File: config.mk
export PLATFORM = sky130hd
export DESIGN_NAME = ts_ss_sequencer
export DESIGN_NICKNAME = d
export VERILOG_FILES = /design/src/rtl/ts_pkg.sv /design/src/rtl/ts_seq_ctrl.sv /design/src/rtl/ts_column.sv /design/src/rtl/ts_ss_sequencer.sv
export SDC_FILE = /design/constraint.sdc
export NUM_CORES = 1
export LEC_CHECK = 0
export ABC_AREA = 1
export BUFFER_PORTS_ARGS = -buffer_cell sky130_fd_sc_hd__buf_2
export CAP_MARGIN = 10
export CORE_UTILIZATION = 40
export DETAILED_ROUTE_END_ITERATION = 7
export PLACE_DENSITY = 0.65
export SYNTH_ARGS = -nofsm -noshare
export SYNTH_HDL_FRONTEND = slang
export SYNTH_SLANG_ARGS = --single-unit
File: constraint.sdc
create_clock -name clk -period 1.92 [get_ports clk]
set_clock_uncertainty 0.2 [all_clocks]
set_input_delay 0.384 -clock clk [delete_from_list [all_inputs] [get_ports clk]]
set_output_delay 0.384 -clock clk [all_outputs]
set_load 0.02 [all_outputs]
File: src/rtl/ts_pkg.sv
package ts_pkg;
  typedef enum logic [1:0] {
    PH_IDLE   = 2'd0,
    PH_COARSE = 2'd1,
    PH_FINE   = 2'd2
  } phase_t;
endpackage

File: src/rtl/ts_seq_ctrl.sv
module ts_seq_ctrl
  import ts_pkg::*;
#(
  parameter int P  = 3,
  parameter int FB = 10
) (
  input  logic          clk,
  input  logic          rst_n,
  input  logic          start,
  output phase_t        phase,
  output logic [P-1:0]  coarse_cnt,
  output logic [FB-1:0] fine_cnt,
  output logic [FB-1:0] ramp_code,
  output logic          clr,
  output logic          last_coarse,
  output logic          last_fine,
  output logic          done
);
  // shared sequencer: one count broadcast to every column
  assign clr         = start && (phase == PH_IDLE);
  assign last_coarse = (phase == PH_COARSE) && (coarse_cnt == '0);
  assign last_fine   = (phase == PH_FINE) && (&fine_cnt);

  always_comb begin
    ramp_code = '0;
    if (phase == PH_COARSE) ramp_code = '1;
    else if (phase == PH_FINE) ramp_code = fine_cnt;
  end

  always_ff @(posedge clk or negedge rst_n) begin
    if (!rst_n) begin
      phase      <= PH_IDLE;
      coarse_cnt <= '0;
      fine_cnt   <= '0;
      done       <= 1'b0;
    end else begin
      done <= 1'b0;
      case (phase)
        PH_IDLE: begin
          if (start) begin
            phase      <= PH_COARSE;
            coarse_cnt <= '1;
          end
        end
        PH_COARSE: begin
          if (coarse_cnt == '0) begin
            phase    <= PH_FINE;
            fine_cnt <= '0;
          end else begin
            coarse_cnt <= coarse_cnt - 1'b1;
          end
        end
        PH_FINE: begin
          if (&fine_cnt) begin
            phase <= PH_IDLE;
            done  <= 1'b1;
          end else begin
            fine_cnt <= fine_cnt + 1'b1;
          end
        end
        default: phase <= PH_IDLE;
      endcase
    end
  end

  AST_DONE_ONE_CYCLE: assert property (@(posedge clk) disable iff (!rst_n)
    done |=> !done);
  AST_COARSE_DOWNSTEP: assert property (@(posedge clk) disable iff (!rst_n)
    (phase == PH_COARSE && coarse_cnt != '0) |=>
      (phase == PH_COARSE && coarse_cnt == $past(coarse_cnt) - P'(1)));
  AST_FINE_UPSTEP: assert property (@(posedge clk) disable iff (!rst_n)
    (phase == PH_FINE && !(&fine_cnt)) |=>
      (phase == PH_FINE && fine_cnt == $past(fine_cnt) + FB'(1)));
  AST_BUSY_START_IGNORED: assert property (@(posedge clk) disable iff (!rst_n)
    (phase == PH_FINE && start && !(&fine_cnt)) |=> (phase == PH_FINE));
endmodule

File: src/rtl/ts_column.sv
module ts_column
  import ts_pkg::*;
#(
  parameter int P  = 3,
  parameter int FB = 10,
  localparam int K = 1 << P
) (
  input  logic          clk,
  input  logic          rst_n,
  input  logic          clr,
  input  phase_t        phase,
  input  logic [P-1:0]  coarse_cnt,
  input  logic [FB-1:0] fine_cnt,
  input  logic          last_coarse,
  input  logic          last_fine,
  input  logic          comp,
  output logic [K-1:0]  ref_en,
  output logic [P-1:0]  c_code,
  output logic [FB-1:0] f_code,
  output logic          sat_c,
  output logic          sat_f
);
  logic         c_hit, f_hit;
  logic [P-1:0] sel;

  // select mux ahead of the switch decoder
  assign sel = (phase == PH_COARSE) ? coarse_cnt : c_code;

  for (genvar g = 0; g < K; g++) begin : g_dec
    assign ref_en[g] = (phase != PH_IDLE) && (sel == P'(g));
  end

  always_ff @(posedge clk or negedge rst_n) begin
    if (!rst_n) begin
      c_code <= '0; f_code <= '0;
      c_hit  <= 1'b0; f_hit <= 1'b0;
      sat_c  <= 1'b0; sat_f <= 1'b0;
    end else if (clr) begin
      c_code <= '0; f_code <= '0;
      c_hit  <= 1'b0; f_hit <= 1'b0;
      sat_c  <= 1'b0; sat_f <= 1'b0;
    end else if (phase == PH_COARSE && !c_hit) begin
      if (comp) begin
        c_code <= coarse_cnt;
        c_hit  <= 1'b1;
      end else if (last_coarse) begin
        c_code <= coarse_cnt;
        sat_c  <= 1'b1;
      end
    end else if (phase == PH_FINE && !f_hit) begin
      if (comp) begin
        f_code <= fine_cnt;
        f_hit  <= 1'b1;
      end else if (last_fine) begin
        f_code <= fine_cnt;
        sat_f  <= 1'b1;
      end
    end
  end

  AST_ONE_SWITCH: assert property (@(posedge clk) disable iff (!rst_n)
    (phase != PH_IDLE) |-> $onehot(ref_en));
  AST_IDLE_OPEN: assert property (@(posedge clk) disable iff (!rst_n)
    (phase == PH_IDLE) |-> (ref_en == '0));
  AST_COARSE_KEEP: assert property (@(posedge clk) disable iff (!rst_n)
    (phase == PH_COARSE && c_hit) |=> $stable(c_code));
  AST_FINE_REF_HELD: assert property (@(posedge clk) disable iff (!rst_n)
    (phase == PH_FINE && !last_fine) |=> $stable(c_code));
  AST_FINE_KEEP: assert property (@(posedge clk) disable iff (!rst_n)
    (phase == PH_FINE && f_hit) |=> $stable(f_code));
  AST_SAT_COARSE_ZERO: assert property (@(posedge clk) disable iff (!rst_n)
    sat_c |-> (c_code == '0));
  AST_SAT_FINE_FULL: assert property (@(posedge clk) disable iff (!rst_n)
    sat_f |-> (&f_code));
endmodule

File: src/rtl/ts_ss_sequencer.sv
module ts_ss_sequencer
  import ts_pkg::*;
#(
  parameter int P      = 3,
  parameter int FB     = 10,
  parameter int N_COLS = 4,
  localparam int K     = 1 << P
) (
  input  logic                 clk,
  input  logic                 rst_n,
  input  logic                 start,
  input  logic [N_COLS-1:0]    comp,
  output logic                 phase_coarse,
  output logic [FB-1:0]        ramp_code,
  output logic [N_COLS*K-1:0]  ref_en,
  output logic [N_COLS*P-1:0]  coarse_code,
  output logic [N_COLS*FB-1:0] fine_code,
  output logic [N_COLS-1:0]    sat_coarse,
  output logic [N_COLS-1:0]    sat_fine,
  output logic                 done
);
  phase_t        phase;
  logic [P-1:0]  coarse_cnt;
  logic [FB-1:0] fine_cnt;
  logic          clr, last_coarse, last_fine;

  ts_seq_ctrl #(.P(P), .FB(FB)) u_ctrl (
    .clk         (clk),
    .rst_n       (rst_n),
    .start       (start),
    .phase       (phase),
    .coarse_cnt  (coarse_cnt),
    .fine_cnt    (fine_cnt),
    .ramp_code   (ramp_code),
    .clr         (clr),
    .last_coarse (last_coarse),
    .last_fine   (last_fine),
    .done        (done)
  );

  assign phase_coarse = (phase == PH_COARSE);

  for (genvar c = 0; c < N_COLS; c++) begin : g_col
    ts_column #(.P(P), .FB(FB)) u_col (
      .clk         (clk),
      .rst_n       (rst_n),
      .clr         (clr),
      .phase       (phase),
      .coarse_cnt  (coarse_cnt),
      .fine_cnt    (fine_cnt),
      .last_coarse (last_coarse),
      .last_fine   (last_fine),
      .comp        (comp[c]),
      .ref_en      (ref_en[c*K +: K]),
      .c_code      (coarse_code[c*P +: P]),
      .f_code      (fine_code[c*FB +: FB]),
      .sat_c       (sat_coarse[c]),
      .sat_f       (sat_fine[c])
    );
  end
endmodule

-- Word-level counts from Yosys, hierarchy flattened
Index checks and enable logic that the tools add are counted.
Widths: inputs -> output; s select.
- output and inout port bits: 104
- flip-flop bits (word level): 84
- eq/ne operators: 43
- add/subtract/negate cells: 2
- reduce and logical (&&, ||, !) cells: 110
- multiplexer cells: 102
- operators by type and width (operator ; number):
    $mux 10 ; 21
    $mux 3 ; 19
    $mux 1 ; 56
    $eq 3x3->1 const B ; 16
    $reduce_and 3->1 ; 15
    $logic_and 1x1->1 ; 43
    $reduce_bool 2->1 ; 17
    $eq 3x2->1 const B ; 8
    $reduce_bool 3->1 ; 8
    $pmux 10 s2 ; 1
    $ne 2x2->1 const B ; 8
    $reduce_and 2->1 ; 8
    $reduce_and 4->1 ; 4
    $logic_not 3->1 ; 5
    $eq 3x1->1 const B ; 4
    $add 10x1->10 const B ; 1
    $ne 2x1->1 const B ; 5
    $reduce_and 10->1 ; 1
    $logic_not 1->1 ; 8
    $mux 2 ; 3
    $pmux 2 s3 ; 1
    $pmux 3 s2 ; 1
    $sub 3x1->3 const B ; 1
    $eq 2x1->1 const B ; 1
    other kinds (2) ; 2

-- Longest topological paths before layout
Gate-level depths: netlist of the first run.
- depth after elaboration: 7
- depth in mapped cells: 10

-- Hierarchy
Synthesis of the first run repeated with hierarchy kept, for this count alone.
- cells, all modules: 715
- area total of the unflattened synthesis: 4953.5 sq um
- modules (own cells, without submodules) (module ; seq. area each (sq um) ; times used ; cells each ; area each (sq um)):
    ts_column ; 425.4 ; 4 ; 146 ; 978.4
    ts_seq_ctrl ; 400.4 ; 1 ; 129 ; 1029.7
    ts_ss_sequencer ; 0.0 ; 1 ; 2 ; 10.0

-- Least setup slack after synthesis of the first run
OpenSTA, ideal clock, no wires.
- path kind: reg2out
- start point: reg u_ctrl.phase[1]
- end point: out ref_en[12]
- setup slack: -0.435 ns
- buffers on the path: 1
- arrival: 1.771 ns
- stages on the path, launching flop included: 9
- data required time: 1.336 ns
- cells stage by stage: dfrtp_1 inv_1 ha_1 buf_2 nand2_1 inv_1 a21oi_1 or2_2 nor2_1
- cells in the longest elaborated chain, start to end: 4
- ends and longest elaborated chain (element ; RTL line ; text):
    from (decl) ; ts_seq_ctrl.sv:10 ; output phase_t phase,
    from (signal assigned) ; ts_seq_ctrl.sv:32 ; phase <= PH_IDLE;
    from (signal assigned) ; ts_seq_ctrl.sv:41 ; phase <= PH_COARSE;
    from (signal assigned) ; ts_seq_ctrl.sv:47 ; phase <= PH_FINE;
    $eq 2x1->1 ; - ;
    named net phase_coarse ; ts_ss_sequencer.sv:13 ; output logic phase_coarse,
    $mux 3 ; ts_column.sv:27 ; assign sel = (phase == PH_COARSE) ? coarse_cnt : c_code;
    $eq 3x3->1 ; ts_column.sv:30 ; assign ref_en[g] = (phase != PH_IDLE) && (sel == P'(g));
    $logic_and 1x1->1 ; ts_column.sv:30 ;
    to (decl) ; ts_ss_sequencer.sv:15 ; output logic [N_COLS*K-1:0] ref_en,
The timed path passes the listed nets, and every way through them passes these cells.

-- Worst setup path in the final report of the first run
- start point: reg u_ctrl.phase[0]
- end point: out ref_en[16]
- cells in the longest elaborated chain, start to end: 4
- ends and longest elaborated chain (element ; RTL line):
    $eq 2x1->1 ; ts_column.sv:27
    $mux 3 ; ts_column.sv:27
    $logic_not 3->1 ; ts_column.sv:30
    $logic_and 1x1->1 * ; ts_column.sv:30
Mark *: on every way between the ends. The rest lies on a longest branch, timed or not.

==> qor.yml, run 1 <==
gr-usage-all-layers_pct: 23.97
drtPass1Iterations: 4
io_pins: 111
ys_types: 24
instances_no_fill: 912
min-delay-path-class: "input pin to flip-flop"
fin_crit_ns: 2.439
switching_power_mw: 6.084
rsz0062_at_grt: "true"
seqPwrFrac_pct: 19.2
power-per-cell-area_mw_per_mm2: 1719
synth_seq_cells: 84
area_growth_syn_to_layout_pct: 72.45
violations: "negative setup slack"
drive_gt1_share_pct: 51.16
grt_overflow: 0
cp-start-kind: "flip-flop"
syn_area_per_cell_sq_um: 7.505
rows: 37
vias: 4656
critPathMaxStageDelay_ns: 0.44
endpoint_kind: "output port"
synth_top_area_share_pct: 48.46
fmax_mhz: 409.9
yosysSeqAreaShare_pct: 48.46
clock-sinks: 84
initial_core_util_pct: 41.65
ir_drop_uv: 1240
dp_slack_ns: -0.1871
critPathMostFrequentCell: "buf_6"
dp_hpwl_um: 9192
core_sq_mm: 0.01042
grt_max_degree: 34
place_inst: 860
outcome: "complete, but fails checks"
worst_slack_ns: -0.5194
clk_latency_ns: 0.37
clockPowerShare_pct: 12.9
grt_pass1_wl_um: 20980
synth_area_sq_mm: 0.004338
cts_tree: "built"
finalMaxSlewViolations: 0
tightest_slew_ns: 0.4503
relSlewSlack_pct: 69.98
path_class: "flip-flop to output port"
syn_inst: 578
critPathMaxFanout: 5
clk_path_buf_depth: 2
drc: 0
drt-total-wl_um: 14540
worstPathRequired_ns: 1.34
finalHoldViolCount: 0
clkTransAtPathRegs_ns: 0.10
yosys_warnings: 0
power.leakage_nw: 3.897
io_buffers: 110
cap_violations: 0
power_frac_comb_pct: 67.9
dieArea_sq_mm: 0.01127
wl_per_cell_um: 15.95
p_int_mw: 6.776
setup_viol: 114
nNetsFinal: 786
grt_pass1_vias: 4253
cts_buffers: 9
place_congestion: 0.8473
cpMaxStageDelayCell: "dfrtp_1"
fin_crit_sh_pct: 127.1
n_antenna_cell: 0
yosysTopAreaCell: "dfrtp_1"
cp_cell_sequence: "ha_4 -> buf_6 -> nand2_4 -> inv_8 -> a21oi_4 -> nand2_2 -> nor2_4 -> buf_6"
htreeDepth: 3
vias_per_cell: 5.105
synth_fp_nets: 592
synth_area_leaders: "dfrtp_1 48%, nand2_1 18%, nand3_1 6.7%"
drt_iter0_drc: 275
fp.dieW_um: 106.1
drtAntennaViolNets: 0
cp.arrival_ns: 1.86
die_h_um: 106.1
cts_root_buf: "clkbuf_8"
swShare_pct: 47.31
antenna_found_initial: 0
critical path, delay by kind of cell, from the launching register on:
kind	cells	cell delay, ns
buf+inv	3	0.30
simple gates	3	0.33
compound gates	1	0.18
flops	1	0.44
fa+ha+maj	1	0.23
power groups by stage:
stage,Clock [mW],Sequential [mW],Combinational [mW]
2_1_floorplan,0,2.59,4.03
3_3_place_gp,0,2.42,5.87
3_5_place_dp,0,2.43,5.97
4_1_cts,1.68,2.44,7.11
5_1_grt,1.77,2.50,9.27
6_report,1.66,2.46,8.73
layout by cell type, fill, tap and decap left out, drive strengths merged:
master and instances:
dlygate4sd3 1, a21oi 17, nand2 216, buf 204, or2 5, xor2 4, clkbuf 10, nand4 2
a31oi 2, o22ai 4, ha 7, o21ai 33, o41ai 2, a211oi 1, clkinvlp 1, bufinv 4
inv 61, nand3 59, dfrtp 84, nor2 59
cell usage after synthesis:
master    instances
xor2_1            4
o21ai_1           9
buf_4            12
a31oi_1           2
inv_2             2
dfrtp_1          84
or2_2             5
o21ai_0          24
nand4_1           1
nand3_2           1
nor2_1           56
a21oi_1          17
clkbuf_1          3
o41ai_1           2
a211oi_2          1
nand3_1          58
nand2_1         208
buf_2            12
ha_1              7
inv_1            58
o22ai_1           4
nor2_4            3
nand4_4           1
nand2_2           4
registers in the layout (all words and copies together), names as in the netlist:
name and flops:
g_col.u_col.f_code 40, g_col.u_col.sat_c 4, g_col.u_col.f_hit 4, g_col.u_col.sat_f 4, u_ctrl.coarse_cnt 3, u_ctrl.done 1
g_col.u_col.c_hit 4, u_ctrl.fine_cnt 10, u_ctrl.phase 2, g_col.u_col.c_code 12
cell type report:
| type | instances | area, sq um |
|---|---|---|
| Fill cell | 738 | 2935 |
| Multi-Input combinational cell | 411 | 2909 |
| Sequential cell | 84 | 2102 |
| Timing Repair Buffer | 206 | 1774 |
| Inverter | 60 | 265.3 |
| Tap cell | 136 | 170.2 |
| Clock inverter | 6 | 136.4 |
| Clock buffer | 9 | 123.9 |
metal layers:
| metal | wire length (um) | GRT usage, % | up-vias | share of wire [%] |
|---|---|---|---|---|
| met5 | 0 | 0 | - | 0 |
| met4 | 257 | 7.639 | 0 | 1.8 |
| met3 | 802 | 3.924 | 22 | 5.5 |
| met2 | 7616 | 42.49 | 173 | 52 |
| met1 | 5867 | 29.58 | 2245 | 40 |
| li1 | - | - | 2216 | - |
cell families (layout without fill, tap and decap cells):
family,after synthesis,after routing,synth area share (%)
AOI/OAI and AO/OA,59,59,7.326
xor gates and xnor gates,4,4,0.8075
adders and majority gates,7,7,2.019
buffers and inverters,87,281,8.913
DFF,84,84,48.46
and+or+nand+nor,337,341,32.48
path summary, 6_finish.rpt:
path	startpoint	end	slack, ns	cells after the start
worst max register to register	u_ctrl.phase[0]$_DFFE_PN0P_	g_col[2].u_col.f_code[6]$_DFFE_PN0P_	-0.18	11
worst min-delay path	comp[0]	g_col[0].u_col.sat_c$_DFFE_PN0P_	0.07	2
min in group asynchronous	rst_n	g_col[1].u_col.f_code[9]$_DFFE_PN0P_	0.31	2
worst max-delay path	u_ctrl.phase[0]$_DFFE_PN0P_	ref_en[16]	-0.52	8
max in group asynchronous	rst_n	g_col[1].u_col.f_code[0]$_DFFE_PN0P_	0.66	3
worst min register to register	g_col[0].u_col.f_code[7]$_DFFE_PN0P_	g_col[0].u_col.f_code[7]$_DFFE_PN0P_	0.27	2
through the flow:
stage	util [%]	area, sq um	TNS [ns]	hold slack [ns]	power (mW)
final	71.82	7481	-28.09	0.07337	12.86
after global routing	71.82	7481	-34.06	0.07319	13.54
after CTS	63.54	6619	-21.99	0.02830	11.23
after global placement	55.75	5807	-8.018	0.1585	8.287
after detailed placement	55.75	5807	-11.59	0.1640	8.402
after floorplan	-	4772	-2.199	-0.1116	6.619
repair_timing:
item,4_1_cts,5_1_grt
endpoints found under the setup margin,113,117
buffers inserted,8,16
pin swaps,21,54
hold endpoints to repair,30,0
hold buffers,1,0
cloned,1,11
resized for setup,135,162
Note: power is estimated with default switching activity, not from simulation.
==> run 2, diff against run 1 <==
--- a/config.mk
+++ b/config.mk
@@ -5,12 +5,12 @@
 export SDC_FILE = /design/constraint.sdc
 export NUM_CORES = 1
 export LEC_CHECK = 0
-export ABC_AREA = 1
 export BUFFER_PORTS_ARGS = -buffer_cell sky130_fd_sc_hd__buf_2
 export CAP_MARGIN = 10
 export CORE_UTILIZATION = 40
+export CTS_CLUSTER_SIZE = 16
 export DETAILED_ROUTE_END_ITERATION = 7
-export PLACE_DENSITY = 0.65
+export PLACE_DENSITY = 0.66
 export SYNTH_ARGS = -nofsm -noshare
 export SYNTH_HDL_FRONTEND = slang
 export SYNTH_SLANG_ARGS = --single-unit
==> qor.yml, run 2 <==
min_from: "comp[0]"  # unchanged
syn_inst: 463  # was 578
wl_per_cell_um: 18.08  # was 15.95 um
largest_reg_flops: 40  # unchanged
path_class: "flip-flop to output port"  # unchanged
gr-usage-all-layers_pct: 25.20  # was 23.97%
synth_common_cells: "84 x dfrtp_1, 81 x nand2_1, 70 x nor2_1"  # was 208 x nand2_1, 84 x dfrtp_1, 58 x inv_1, 58 x nand3_1, 56 x nor2_1
drc: 0  # unchanged
cp.arrival_ns: 1.86  # about the same
drt_iter0_drc: 150  # was 275
min-delay-path-class: "input pin to flip-flop"  # unchanged
syn_area_per_cell_sq_um: 9.272  # was 7.505 sq um
reg2reg_from: "u_ctrl.phase[0]$_DFFE_PN0P_"  # unchanged
grt_overflow: 0  # unchanged
synth_ff_type: "dfrtp_1"  # unchanged
power-per-cell-area_mw_per_mm2: 463.5  # was 1719 mW/mm^2
fp.dieW_um: 105.6  # was 106.1 um
mostFrequentLayoutCell: "dfrtp_1"  # was nand2_1
die_h_um: 105.6  # was 106.1 um
core_sq_mm: 0.01037  # was 0.01042 sq mm
htreeDepth: 3  # unchanged
met3_usage_pct: 3.834  # was 3.924%
drt-total-wl_um: 14340  # was 14540 um
synth.most_common_cell: "dfrtp_1"  # was nand2_1
finalHoldViolCount: 0  # unchanged
tightest_slew_ns: 0.4905  # was 0.4503 ns
yosys_warnings: 0  # unchanged
fin_crit_ns: 2.448  # was 2.439 ns
r2r_setup_slack_ns: -0.43  # was -0.18 ns
fmax_mhz: 408.6  # was 409.9 MHz
io_pins: 111  # unchanged
fin_crit_sh_pct: 127.5  # was 127.1%
holdPathStages: 3  # was 2
initial_core_util_pct: 41.40  # was 41.65%
clock-sinks: 84  # unchanged
worst_slack_ns: -0.5275  # was -0.5194 ns
cts_tree: "built"  # unchanged
grt.met1_usage_pct: 33.53  # was 29.58%
power.leakage_nw: 3.589  # was 3.897 nW
setup_viol: 125  # was 114
async_flop_share_pct: 100.0  # unchanged
dieArea_sq_mm: 0.01115  # was 0.01127 sq mm
drtPass1Iterations: 4  # unchanged
cp-start-kind: "flip-flop"  # unchanged
clkTransAtPathRegs_ns: 0.09  # was 0.10 ns
drive_gt1_share_pct: 57.08  # was 51.16%
vias_per_cell: 5.349  # was 5.105
cts_buffers: 9  # unchanged
hold_path_end: "g_col[0].u_col.f_hit$_DFFE_PN0P_"  # was g_col[0].u_col.sat_c$_DFFE_PN0P_
antenna_found_initial: 0  # unchanged
ir_drop_uv: 309.3  # was 1240 uV
grt-busiest-layer: "met2"  # unchanged
place_congestion: 0.7999  # was 0.8473
grt_pass1_vias: 4184  # was 4253
reg.largest.list: "g_col.u_col.f_code (40), g_col.u_col.c_code (12), u_ctrl.fine_cnt (10)"  # unchanged
dp_hpwl_um: 8655  # was 9192 um
finalMaxSlewViolations: 0  # unchanged
final_cell_mix: "83 x dfrtp_1, 76 x buf_2, 65 x nand2_1"  # was 159 x nand2_1, 84 x dfrtp_1, 66 x buf_2
nNetsFinal: 666  # was 786
top_register: "g_col.u_col.f_code"  # unchanged
grt_pass1_wl_um: 21970  # was 20980 um
worstPathRequired_ns: 1.34  # about the same
use_met2_pct: 43.09  # was 42.49%
area_growth_syn_to_layout_pct: 70.13  # was 72.45%
outcome: "complete, but fails checks"  # unchanged
r2r_end: "g_col[3].u_col.f_code[3]$_DFFE_PN0P_"  # was g_col[2].u_col.f_code[6]$_DFFE_PN0P_
rows: 37  # unchanged
synth_area_sq_mm: 0.004293  # was 0.004338 sq mm
synth_area_leaders: "dfrtp_1 49%, mux2i_1 10%, nand2_1 7.1%"  # was dfrtp_1 48%, nand2_1 18%, nand3_1 6.7%
cts_root_buf: "clkbuf_8"  # unchanged
power_mw: 3.385  # was 12.86 mW
cap_violations: 0  # unchanged
tns_ns: -45.83  # was -28.09 ns
grt_max_degree: 33  # was 34
critPathMaxFanout: 6  # was 5
synth_fp_nets: 477  # was 592
yosysSeqAreaShare_pct: 48.97  # was 48.46%
synth_top_area_share_pct: 48.97  # was 48.46%
n_antenna_cell: 0  # unchanged
ys_types: 44  # was 24
clk_path_buf_depth: 2  # unchanged
endpoint_kind: "output port"  # unchanged
rsz0062_at_grt: "true"  # unchanged
clk_latency_ns: 0.37  # about the same
synth_seq_cells: 84  # unchanged
violations: "negative setup slack"  # unchanged
r2r_cells: 11  # unchanged
drtAntennaViolNets: 0  # unchanged
yosysTopAreaCell: "dfrtp_1"  # unchanged
relSlewSlack_pct: 67.18  # was 69.98%
synth-edff-count: 0  # unchanged
io_buffers: 110  # unchanged
vias: 4242  # was 4656
## run 2: changes by cell type after synthesis, moves of 10 or more
cell      previous run  this run
nand2_1            208        81
nand3_1             58        11
mux2i_1              0        45
inv_1               58        14
nor2_1              56        70
o21ai_0             24        10
clkbuf_1             3        14
nor3_1               0        10
## run 2: worst max-delay path, cell delays in order, from the launching register on
cell and delay [ns]:
dfrtp_1 0.42, ha_4 0.20, buf_6 0.14, buf_6 0.13, o31a_1 0.37, nor2_4 0.12
buf_6 0.12
## run 2: logic make-up (layout without fill, tap and decap cells)
logic type | after synthesis | count (layout) | share of synthesized area (%)
compound gates | 62 | 62 | 9.269
fa+ha+maj | 7 | 7 | 2.040
buf+inv | 47 | 241 | 5.129
flops | 84 | 84 | 48.97
mux | 54 | 54 | 12.85
simple gates | 209 | 209 | 21.74
## run 2: layout make-up
cell class | count | area (sq um)
fill | 728 | 3067
inverter | 15 | 62.56
clock inverter | 7 | 63.81
sequential | 84 | 2103
multi-input combinational | 332 | 2927
clock buffer | 9 | 123.9
timing repair buffer | 210 | 1853
tap | 136 | 170.2
## run 2: through the flow
step / worst slack, ns / std cells / hold WS, ns / util, % / area, sq um
floorplan: -0.1609 / 463 / -0.1116 / - / 4758
global placement: -0.2384 / 739 / 0.1684 / 56.43 / 5852
detailed placement: -0.3006 / 739 / 0.1725 / 56.43 / 5852
CTS: -0.5154 / 788 / 0.1435 / 67.33 / 6982
global route: -0.5772 / 793 / 0.1590 / 70.43 / 7303
finish: -0.5275 / 793 / 0.1602 / 70.43 / 7303
## run 2: layer usage
metal  routed length (um)  share of wire [%]
met1                 5974                 42
met2                 7504                 52
met3                  637                4.4
met4                  218                1.5
met5                    0                  0
## run 2: how the worst max path moves through the flow
stage | startpoint | to | slack [ns] | cells past startpoint
finish | u_ctrl.phase[0]$_DFFE_PN0P_ | ref_en[17] | -0.53 | 6
global route | u_ctrl.phase[1]$_DFFE_PN0P_ | ref_en[6] | -0.58 | 9
CTS | u_ctrl.phase[0]$_DFFE_PN0P_ | ref_en[29] | -0.52 | 6
detailed placement | u_ctrl.phase[0]$_DFFE_PN0P_ | g_col[2].u_col.f_code[5]$_DFFE_PN0P_ | -0.30 | 6
global placement | u_ctrl.phase[0]$_DFFE_PN0P_ | g_col[1].u_col.f_code[5]$_DFFE_PN0P_ | -0.24 | 6
floorplan | u_ctrl.phase[1]$_DFFE_PN0P_ | ref_en[26] | -0.16 | 8
## run 2: what timing repair did
item | CTS | global route
hold buffers | 1 | 0
resized for setup | 150 | 78
hold endpoints to repair | 29 | 0
pin swaps | 43 | 30
setup buffers | 29 | 7
setup endpoints to repair | 107 | 127
cloned | 5 | 0
## run 2: report_power, final
part           switching, mW  internal, mW  total, mW
logic                  0.219         0.148      0.366
registers             0.0283          1.78       1.81
clock network          0.717         0.489       1.21
